<file path="src/rtl/dac_clear_pkg.sv">
package dac_clear_pkg;

  typedef enum logic [3:0] {
    CMD_WR_BUF     = 4'h0,
    CMD_WR_UPD_ALL = 4'h2,
    CMD_WR_LOAD    = 4'h3,
    CMD_CLR_CODE   = 4'h5,
    CMD_SW_RESET   = 4'h7
  } cmd_e;

  typedef enum logic [1:0] {
    CC_ZERO = 2'b00,
    CC_MID  = 2'b01,
    CC_FULL = 2'b10,
    CC_MASK = 2'b11
  } ccode_e;

  localparam int FRAME_BITS = 32;
  localparam int CMD_MSB    = 27;
  localparam int ADDR_MSB   = 23;
  localparam int DATA_MSB   = 19;
  localparam logic [3:0] ADDR_ALL = 4'hF;

  // Clear value for a code at a given DAC width (width at most 16).
  function automatic logic [31:0] clear_value(input logic [1:0] code, input int unsigned width);
    case (code)
      CC_MID:  clear_value = 32'd1 << (width - 1);
      CC_FULL: clear_value = (32'd1 << width) - 32'd1;
      default: clear_value = 32'd0;
    endcase
  endfunction

endpackage

</file>
<file path="src/rtl/dac_sync_edge.sv">
module dac_sync_edge #(
  parameter int   STAGES    = 2,
  parameter logic IDLE_LEVEL = 1'b1
) (
  input  logic clk,
  input  logic rst_n,
  input  logic async_in,
  output logic level,
  output logic rise,
  output logic fall
);
  localparam int PIPE_W = STAGES + 1;

  logic [PIPE_W-1:0] pipe_q;

  always_ff @(posedge clk or negedge rst_n) begin
    if (!rst_n) pipe_q <= {PIPE_W{IDLE_LEVEL}};
    else        pipe_q <= {pipe_q[PIPE_W-2:0], async_in};
  end

  assign level = pipe_q[STAGES-1];
  assign rise  =  level & ~pipe_q[STAGES];
  assign fall  = ~level &  pipe_q[STAGES];

  a_r5_single_fall: assert property (@(posedge clk) disable iff (!rst_n)
    fall |=> !fall);

endmodule

</file>
<file path="src/rtl/dac_frame_rx.sv">
module dac_frame_rx #(
  parameter int FRAME_BITS = 32
) (
  input  logic                  clk,
  input  logic                  rst_n,
  input  logic                  sync_low,
  input  logic                  sync_start,
  input  logic                  sync_end,
  input  logic                  sclk_fall,
  input  logic                  din_bit,
  input  logic                  abort_req,
  output logic                  frame_valid,
  output logic [FRAME_BITS-1:0] frame_word,
  output logic                  last_edge,
  output logic                  aborted
);
  localparam int CNT_W = $clog2(FRAME_BITS + 2);
  localparam logic [CNT_W-1:0] CNT_FULL = CNT_W'(FRAME_BITS);
  localparam logic [CNT_W-1:0] CNT_LAST = CNT_W'(FRAME_BITS - 1);
  localparam logic [CNT_W-1:0] CNT_MAX  = CNT_W'(FRAME_BITS + 1);

  logic [FRAME_BITS-1:0] shreg_q;
  logic [CNT_W-1:0]      cnt_q;
  logic                  shift_en;

  assign shift_en  = sync_low && sclk_fall;
  assign last_edge = shift_en && (cnt_q == CNT_LAST) && !aborted && !abort_req;

  always_ff @(posedge clk or negedge rst_n) begin
    if (!rst_n) begin
      shreg_q     <= '0;
      cnt_q       <= '0;
      aborted     <= 1'b0;
      frame_valid <= 1'b0;
      frame_word  <= '0;
    end else begin
      frame_valid <= 1'b0;
      if (sync_start) begin
        shreg_q <= '0;
        cnt_q   <= '0;
        aborted <= 1'b0;
      end else begin
        if (shift_en) begin
          shreg_q <= {shreg_q[FRAME_BITS-2:0], din_bit};
          if (cnt_q != CNT_MAX) cnt_q <= cnt_q + 1'b1;
        end
        if (abort_req) aborted <= 1'b1;
        if (sync_end && (cnt_q == CNT_FULL) && !aborted && !abort_req) begin
          frame_valid <= 1'b1;
          frame_word  <= shreg_q;
        end
      end
    end
  end

  a_r7_no_run_after_abort: assert property (@(posedge clk) disable iff (!rst_n)
    frame_valid |-> !aborted);
  a_r1_count_bound: assert property (@(posedge clk) disable iff (!rst_n)
    cnt_q <= CNT_MAX);
  a_r1_valid_is_pulse: assert property (@(posedge clk) disable iff (!rst_n)
    frame_valid |=> !frame_valid);

endmodule

</file>
<file path="src/rtl/dac_chan_bank.sv">
module dac_chan_bank
  import dac_clear_pkg::*;
#(
  parameter int NUM_CH = 8,
  parameter int DAC_W  = 16
) (
  input  logic                    clk,
  input  logic                    rst_n,
  input  logic                    clr_evt,
  input  logic [DAC_W-1:0]        clr_val,
  input  logic                    sw_rst,
  input  logic                    wr_en,
  input  cmd_e                    wr_cmd,
  input  logic [3:0]              wr_addr,
  input  logic [DAC_W-1:0]        wr_data,
  output logic [NUM_CH*DAC_W-1:0] dac_flat
);

  for (genvar ch = 0; ch < NUM_CH; ch++) begin : g_ch
    logic [DAC_W-1:0] hold_q;
    logic [DAC_W-1:0] out_q;
    logic             sel;

    assign sel = (wr_addr == 4'(ch)) || (wr_addr == ADDR_ALL);

    always_ff @(posedge clk or negedge rst_n) begin
      if (!rst_n) begin
        hold_q <= '0;
        out_q  <= '0;
      end else if (clr_evt) begin
        hold_q <= clr_val;
        out_q  <= clr_val;
      end else if (sw_rst) begin
        hold_q <= '0;
        out_q  <= '0;
      end else if (wr_en) begin
        case (wr_cmd)
          CMD_WR_BUF: begin
            if (sel) hold_q <= wr_data;
          end
          CMD_WR_LOAD: begin
            if (sel) begin
              hold_q <= wr_data;
              out_q  <= wr_data;
            end
          end
          CMD_WR_UPD_ALL: begin
            if (sel) begin
              hold_q <= wr_data;
              out_q  <= wr_data;
            end else begin
              out_q  <= hold_q;
            end
          end
          default: ;
        endcase
      end
    end

    assign dac_flat[ch*DAC_W +: DAC_W] = out_q;

    a_r5_clear_loads_channel: assert property (@(posedge clk) disable iff (!rst_n)
      clr_evt |=> (out_q == $past(clr_val)) && (hold_q == $past(clr_val)));
    a_r9_reset_zeroes: assert property (@(posedge clk) disable iff (!rst_n)
      (sw_rst && !clr_evt) |=> (out_q == '0) && (hold_q == '0));
  end

endmodule

</file>
<file path="src/rtl/dac_clear_ctrl.sv">
module dac_clear_ctrl
  import dac_clear_pkg::*;
#(
  parameter int NUM_CH      = 8,
  parameter int DAC_W       = 16,
  parameter int SYNC_STAGES = 2
) (
  input  logic                    clk,
  input  logic                    rst_n,
  input  logic                    sync_n,
  input  logic                    sclk,
  input  logic                    din,
  input  logic                    clr_n,
  output logic [NUM_CH*DAC_W-1:0] dac_code,
  output logic                    clear_mode
);
  localparam int N_IN = 4;
  localparam logic [N_IN-1:0] IDLE_LEVELS = 4'b1011; // clr_n, din, sclk, sync_n
  localparam int I_SYNC = 0;
  localparam int I_SCLK = 1;
  localparam int I_DIN  = 2;
  localparam int I_CLR  = 3;

  logic [N_IN-1:0] raw_in, lvl, rise, fall;
  assign raw_in = {clr_n, din, sclk, sync_n};

  for (genvar k = 0; k < N_IN; k++) begin : g_sync
    dac_sync_edge #(.STAGES(SYNC_STAGES), .IDLE_LEVEL(IDLE_LEVELS[k])) i_sync (
      .clk(clk), .rst_n(rst_n), .async_in(raw_in[k]),
      .level(lvl[k]), .rise(rise[k]), .fall(fall[k]));
  end

  logic unused_edges;
  assign unused_edges = ^{rise[I_CLR], rise[I_DIN], rise[I_SCLK], fall[I_DIN], lvl[I_CLR], lvl[I_SCLK]};

  // Named internal events
  logic                  sync_low, clr_fall, clr_evt, abort_req;
  logic                  frame_valid, last_edge, aborted;
  logic [FRAME_BITS-1:0] frame_word;
  logic [1:0]            clr_code_q;
  cmd_e                  cmd;
  logic [3:0]            addr;
  logic [DAC_W-1:0]      data, clr_val;
  logic                  sw_rst, code_wr;

  assign sync_low  = ~lvl[I_SYNC];
  assign clr_fall  = fall[I_CLR];
  assign clr_evt   = clr_fall && (clr_code_q != CC_MASK);
  assign abort_req = clr_evt && sync_low;

  dac_frame_rx #(.FRAME_BITS(FRAME_BITS)) i_rx (
    .clk(clk), .rst_n(rst_n),
    .sync_low(sync_low), .sync_start(fall[I_SYNC]), .sync_end(rise[I_SYNC]),
    .sclk_fall(fall[I_SCLK]), .din_bit(lvl[I_DIN]), .abort_req(abort_req),
    .frame_valid(frame_valid), .frame_word(frame_word),
    .last_edge(last_edge), .aborted(aborted));

  assign cmd     = cmd_e'(frame_word[CMD_MSB -: 4]);
  assign addr    = frame_word[ADDR_MSB -: 4];
  assign data    = frame_word[DATA_MSB -: DAC_W];
  assign sw_rst  = frame_valid && (cmd == CMD_SW_RESET);
  assign code_wr = frame_valid && (cmd == CMD_CLR_CODE);
  assign clr_val = DAC_W'(clear_value(clr_code_q, DAC_W));

  logic unused_frame;
  assign unused_frame = ^{frame_word[FRAME_BITS-1:CMD_MSB+1], frame_word[3:2], aborted};

  always_ff @(posedge clk or negedge rst_n) begin
    if (!rst_n)       clr_code_q <= CC_ZERO;
    else if (sw_rst)  clr_code_q <= CC_ZERO;
    else if (code_wr) clr_code_q <= frame_word[1:0];
  end

  always_ff @(posedge clk or negedge rst_n) begin
    if (!rst_n)         clear_mode <= 1'b0;
    else if (clr_evt)   clear_mode <= 1'b1;
    else if (last_edge) clear_mode <= 1'b0;
  end

  dac_chan_bank #(.NUM_CH(NUM_CH), .DAC_W(DAC_W)) i_bank (
    .clk(clk), .rst_n(rst_n), .clr_evt(clr_evt), .clr_val(clr_val),
    .sw_rst(sw_rst), .wr_en(frame_valid), .wr_cmd(cmd), .wr_addr(addr),
    .wr_data(data), .dac_flat(dac_code));

  a_r6_clear_sets_mode: assert property (@(posedge clk) disable iff (!rst_n)
    clr_evt |=> clear_mode);
  a_r6_exit_on_last_edge: assert property (@(posedge clk) disable iff (!rst_n)
    $fell(clear_mode) |-> $past(last_edge));
  a_r8_masked_pin: assert property (@(posedge clk) disable iff (!rst_n)
    (clr_fall && (clr_code_q == CC_MASK) && !frame_valid && !last_edge)
      |=> $stable(dac_code) && $stable(clear_mode));
  a_r3_code_written: assert property (@(posedge clk) disable iff (!rst_n)
    code_wr |=> (clr_code_q == $past(frame_word[1:0])));
  a_r9_code_reset: assert property (@(posedge clk) disable iff (!rst_n)
    sw_rst |=> (clr_code_q == CC_ZERO));

endmodule

</file>
<file path="config.mk">
export PLATFORM = sky130hd
export DESIGN_NAME = dac_clear_ctrl
export DESIGN_NICKNAME = d
export VERILOG_FILES = /design/src/rtl/dac_clear_pkg.sv /design/src/rtl/dac_sync_edge.sv /design/src/rtl/dac_frame_rx.sv /design/src/rtl/dac_chan_bank.sv /design/src/rtl/dac_clear_ctrl.sv
export SDC_FILE = /design/constraint.sdc
export NUM_CORES = 1
export LEC_CHECK = 0
export ABC_AREA = 1
export BUFFER_PORTS_ARGS = -buffer_cell sky130_fd_sc_hd__clkbuf_2
export CORE_ASPECT_RATIO = 0.9
export CORE_MARGIN = 3
export CORE_UTILIZATION = 65
export DETAILED_ROUTE_END_ITERATION = 10
export GPL_TIMING_DRIVEN = 0
export PLACE_DENSITY = 0.85
export SETUP_SLACK_MARGIN = 0.5
export SLEW_MARGIN = 20
export SYNTH_ARGS = -nofsm -noshare
export SYNTH_HDL_FRONTEND = slang
export SYNTH_SLANG_ARGS = --single-unit
</file>
<file path="constraint.sdc">
create_clock -name clk -period 3.7 [get_ports clk]
set_input_delay 0.555 -clock clk [delete_from_list [all_inputs] [get_ports clk]]
set_output_delay 0.555 -clock clk [all_outputs]
set_load 0.05 [all_outputs]
</file>
# Word level (Yosys, flattened, before mapping)
# Index checks and enable logic that the tools add are counted.
# totals
word_cells,200
out_inout_bits,129
regBits,334
input_bits,6
# classes
n_addsub,1
n_reduce_logical,43
muxes,94
eq_ne,26
n_bitwise,9
# ops
operator,n
16-bit 2-to-1 mux,72
16-bit one-hot mux with 2 select lines,9
28-bit 2-to-1 mux,2
"4-bit by 2-bit != test with 1-bit output, second input constant",8
"4-bit by 3-bit == test with 1-bit output, second input constant",6
3-bit AND reduction,8
6-bit 2-to-1 mux,3
"4-bit by 2-bit == test with 1-bit output, second input constant",4
1-bit logical AND,11
2-bit nonzero test,5
4-bit logical NOT,2
1-bit logical OR,8
"6-bit by 1-bit adder with 6-bit output, second input constant",1
"6-bit by 5-bit == test with 1-bit output, second input constant",1
"6-bit == test, second input constant",1
1-bit 2-to-1 mux,6
"6-bit != test, second input constant",1
2-bit AND reduction,3
3-bit nonzero test,2
1-bit NOT,5
1-bit AND,4
"4-bit by 1-bit == test with 1-bit output, second input constant",1
"4-bit == test, second input constant",1
2-bit 2-to-1 mux,2
6 further kinds,7

# Depth between registers and ports, before layout
# logic_depth
depth_word,8
mapped_depth,12
depth_no_buf,10

# Hierarchy
# A second synthesis with hierarchy kept.
# unflattened
cells_unflattened,2280
hier_area_um2,17159.0
# by_module_without_submodules
mod,area_each_um2,seq_area_each_um2,instances,cells_per_inst
dac_chan_bank,13511.7,6406.1,1,1894
dac_frame_rx,3061.7,1801.7,1,327
dac_sync_edge at g_sync[0].i_sync ...,93.8,78.8,3,7
dac_clear_ctrl,214.0,75.1,1,31
dac_sync_edge at g_sync[2].i_sync,90.1,75.1,1,7

# Worst setup path before layout
# OpenSTA, ideal clock, no wires.
# synth_timing
path_type,reg-to-reg
start,register clr_code_q[1]
end,register i_bank.g_ch[2].out_q[10]
required_time_ns,3.582
path_buffers,2
setup_slack_ns,1.937
synth_period_minus_slack_ns,1.763
arrival_ns,1.645
setup_time_ns,0.118
stages_incl_launch_ff,10
path_cell_list,dfrtp_1 > ha_1 > nor2_1 > nand2_2 > nand2_2 > buf_4 > o211ai_2 > clkbuf_1 > nand2_1 > nand2_1
# synth_via
elab_chain_len,4
word_cells_on_any_way,10
cone_classes,eq/ne: 4; mux: 2; reduce/logical: 4
# synth_rtl
item,line,source
"start, declared",dac_clear_ctrl.sv:40,logic [1:0] clr_code_q;
"start signal, assigned",dac_clear_ctrl.sv:71,else if (code_wr) clr_code_q <= frame_word[1:0];
2-bit != test,dac_clear_ctrl.sv:48,assign clr_evt = clr_fall && (clr_code_q != CC_MASK);
1-bit logical AND,dac_clear_ctrl.sv:48,
4-bit by 2-bit != test with 1-bit output (no line) (tied with other cells),n/a,
3-bit AND reduction (no line),n/a,
"end signal, assigned",dac_chan_bank.sv:44,out_q <= wr_data;
"end signal, assigned",dac_chan_bank.sv:50,out_q <= wr_data;
"end signal, assigned",dac_chan_bank.sv:52,out_q <= hold_q;
"end, declared",dac_chan_bank.sv:21,logic [DAC_W-1:0] out_q;
# Several ways; a longest one is shown, not always the timed one.
# A chain may end at the register's enable or synchronous reset.

# Worst setup path after layout
# layout_timing
start,register clr_code_q[1]
end,register i_bank.g_ch[7].out_q[1]
# layout_via
elab_chain_len,4
word_cells_on_any_way,10
cone_classes,eq/ne: 4; mux: 2; reduce/logical: 4
# layout_rtl
item,line
2-bit != test,dac_clear_ctrl.sv:48
1-bit logical AND,dac_clear_ctrl.sv:48
4-bit by 2-bit != test with 1-bit output (no line) (tied with other cells),n/a
3-bit AND reduction (no line),n/a
"end signal, assigned",dac_chan_bank.sv:44
"end signal, assigned",dac_chan_bank.sv:50
"end signal, assigned",dac_chan_bank.sv:52
"end, declared",dac_chan_bank.sv:21
# Several ways; a longest one is shown, not always the timed one.

==> metrics <==
share of layout cells above drive strength 1 0.129; outcome completed; Hold Violations, Final 0; Starting Density 0.674; R2R Setup Slk 0.87 ns; cell count after synthesis 2350; register area share after synthesis 0.481; worst path arrival time 3.23 ns; first-pass GRT wire length 87300 um; largest net degree at the start of global routing 95; fin cells 2893; DRT Wirelength 56200 um; Clock Tree Root clkbuf_16; Tmin final 2.83 ns; CTS clock-pin slew for the worst setup and hold paths 0.06 ns; final net count 2536; Routed Antenna Nets 0; FF+latch count, synth 332; clk_lat worst skew 0.53 ns; Post-DP Area 0.0185 mm2; peak supply drop 0.440 mV; Layout Skew 0.0185 ns; Final period util 0.764; syn_area_per_cell 7.36 um2; Post-Syn Nets 2361; Post-CTS Hold Fix Bufs 0; Die H 161 um; FF/Latch Area 0.00832 mm2; final hold slack 0.0781 ns; MaxCap Viol Count 0; CP Launch Point clr_code_q[1]; CTS tree yes; total CTS buffers 35; CTS H-Tree Depth 2; Ports 135; clk buf depth 3; # port buffers 134; Setup Fix Bufs, Post-CTS 0; Max Clock Freq 0.354 GHz; HPWL after DPL 36700 um; R2R Path End i_bank.g_ch[7].out_q[1]; Residual DRC 0; final setup vio count 0; global route total overflow 0; pwr dens 427 mW/mm2; depth of the worst register-to-register path 10; Slew Viols, Final 0; synth warn 0; reg2reg start clr_code_q[1]; post-cts gate resize count 0; Filler Cell Count 1920; Final Cell Area 0.0197 mm2; DR vias 17600; fin util 0.768; via/cell ratio 6.07; Worst Tran Pin Value 1.30 ns; Critical Path Sink Type flop; synth-to-layout area growth 14.0%; Post-Syn Area 0.0173 mm2; clk sink count 332; critical path type reg -> reg; die width 178 um; First-pass DRT Iterations 7; RSZ-0062 raised after global routing no; total track usage 0.388; routability congestion estimate 0.945; Initial DRC Count 2577; core area 0.0257 mm2; worst hold path type in -> async; Post-Place Cells 2829; area of the die 0.0286 mm2; WL/cell 19.4 um; worst path required time 4.10 ns; Unique masters post-synth 33; Critical Path Source Type flop; initial antenna violation count 0; TNS Setup 0 ns; vias in the first global route 16500; # rows 55; Slew headroom 0.131; Multi-input gate area 0.00786 mm2; Static Leak 10.3 nW; Worst Path Max Fanout 10
[cell type report]
class | instances | area share
sequential | 332 | 0.422
tap | 342 | 0.0217
clock buffer | 52 | 0.0529
antenna | 1 | 0.000127
buffer | 158 | 0.0404
multi-input combinational | 1772 | 0.399
clock inverter | 10 | 0.00787
inverter | 88 | 0.0168
timing repair buffer | 138 | 0.0392
[flip-flops by register name, indices dropped and copies added (netlist names)]
signal                count
i_rx.frame_valid          1
i_rx.cnt_q                6
i_bank.g_ch.out_q       128
i_bank.g_ch.hold_q      128
i_rx.frame_word          26
clr_code_q                2
i_rx.shreg_q             28
i_rx.aborted              1
g_sync.i_sync.pipe_q     11
clear_mode                1
[layer usage]
layer | vias up | wire length [um] | GRT usage
li1 | 7940 | - | -
met2 | 1235 | 23900 | 0.583
met3 | 292 | 7630 | 0.0931
met4 | 0 | 3990 | 0.212
met1 | 8084 | 20600 | 0.521
met5 | - | 0 | 0
[Yosys cell counts, drive strengths merged]
cell type	number	area, um2
nor3	3	15.0
a21oi	230	1150
dfstp	9	236
nand3	250	1280
nor2	69	409
o211ai	22	195
ha	5	62.6
clkinv	1	3.75
buf	76	487
nand4	2	27.5
inv	87	327
dfrtp	323	8080
o31ai	5	37.5
nor4	2	18.8
clkbuf	82	309
nand2	1080	4110
o21ai	92	460
o22ai	12	75.1
[cells in the final DEF, fill, tap and decap left out, types with 2 or more instances in the layout]
cell        instances
nand2_1          1067
nor3_1              3
buf_4              29
o211ai_2            6
o21ai_1             6
clkinv_2            4
clkbuf_1           90
buf_16              3
ha_1                5
inv_2               3
bufinv_16           4
dfstp_2             9
o22ai_1            12
nor2_4             19
buf_1               3
clkinvlp_4          2
nand3_1           247
buf_6               7
o211ai_1           16
o31ai_1             5
dfrtp_1           323
clkbuf_16          37
nand3_4             2
clkbuf_8            7
a21oi_1           230
nand2_2             8
nand2_4             5
nor2_1             42
inv_1              84
nor2_2              8
buf_2              38
o21ai_0            86
clkbuf_2          134
[logic make-up (layout without fill, tap and decap cells)]
kind of cell / Yosys count / after routing / share of synthesized area
AOI/OAI and AO/OA: 361 / 361 / 0.111
adders and majority gates: 5 / 5 / 0.00362
buffers and inverters: 246 / 446 / 0.0651
DFF: 332 / 332 / 0.481
other: 0 / 1 / 0
and+or+nand+nor: 1406 / 1406 / 0.339
[worst max path at each step]
stage                               end  cells after the start  slack (ns)
3_3_place_gp   i_bank.g_ch[3].hold_q[7]                      1       -4.98
6_report        i_bank.g_ch[7].out_q[1]                     10        0.87
3_5_place_dp    i_bank.g_ch[7].out_q[1]                     10        1.02
4_1_cts         i_bank.g_ch[7].out_q[1]                     10        0.99
5_1_grt         i_bank.g_ch[7].out_q[1]                     10        0.81
2_1_floorplan  i_bank.g_ch[2].out_q[10]                      9        1.94
[through the flow]
| step | setup WS, ns | power, mW |
|---|---|---|
| global route | 0.811 | 8.68 |
| detailed placement | 1.02 | 4.74 |
| CTS | 0.991 | 8.38 |
| finish | 0.873 | 8.41 |
| floorplan | 1.94 | 4.51 |
| global placement | -4.98 | 4.69 |
[power by group]
group / switching [mW] / internal (mW)
logic: 0.485 / 0.260
clock network: 1.47 / 2.23
registers: 0.126 / 3.84
total: 2.09 / 6.33
[worst max-delay path, stage by stage (launching register included)]
cell and delay, ns:
dfrtp_1 0.39, ha_1 0.16, nor2_1 0.05, nand2_2 0.21, inv_1 0.13, nand2_1 0.19
clkbuf_1 0.74, clkbuf_1 0.52, nand2_1 0.17, nand2_1 0.10, nand2_1 0.05
No activity file was read; power rests on OpenSTA's default activity.
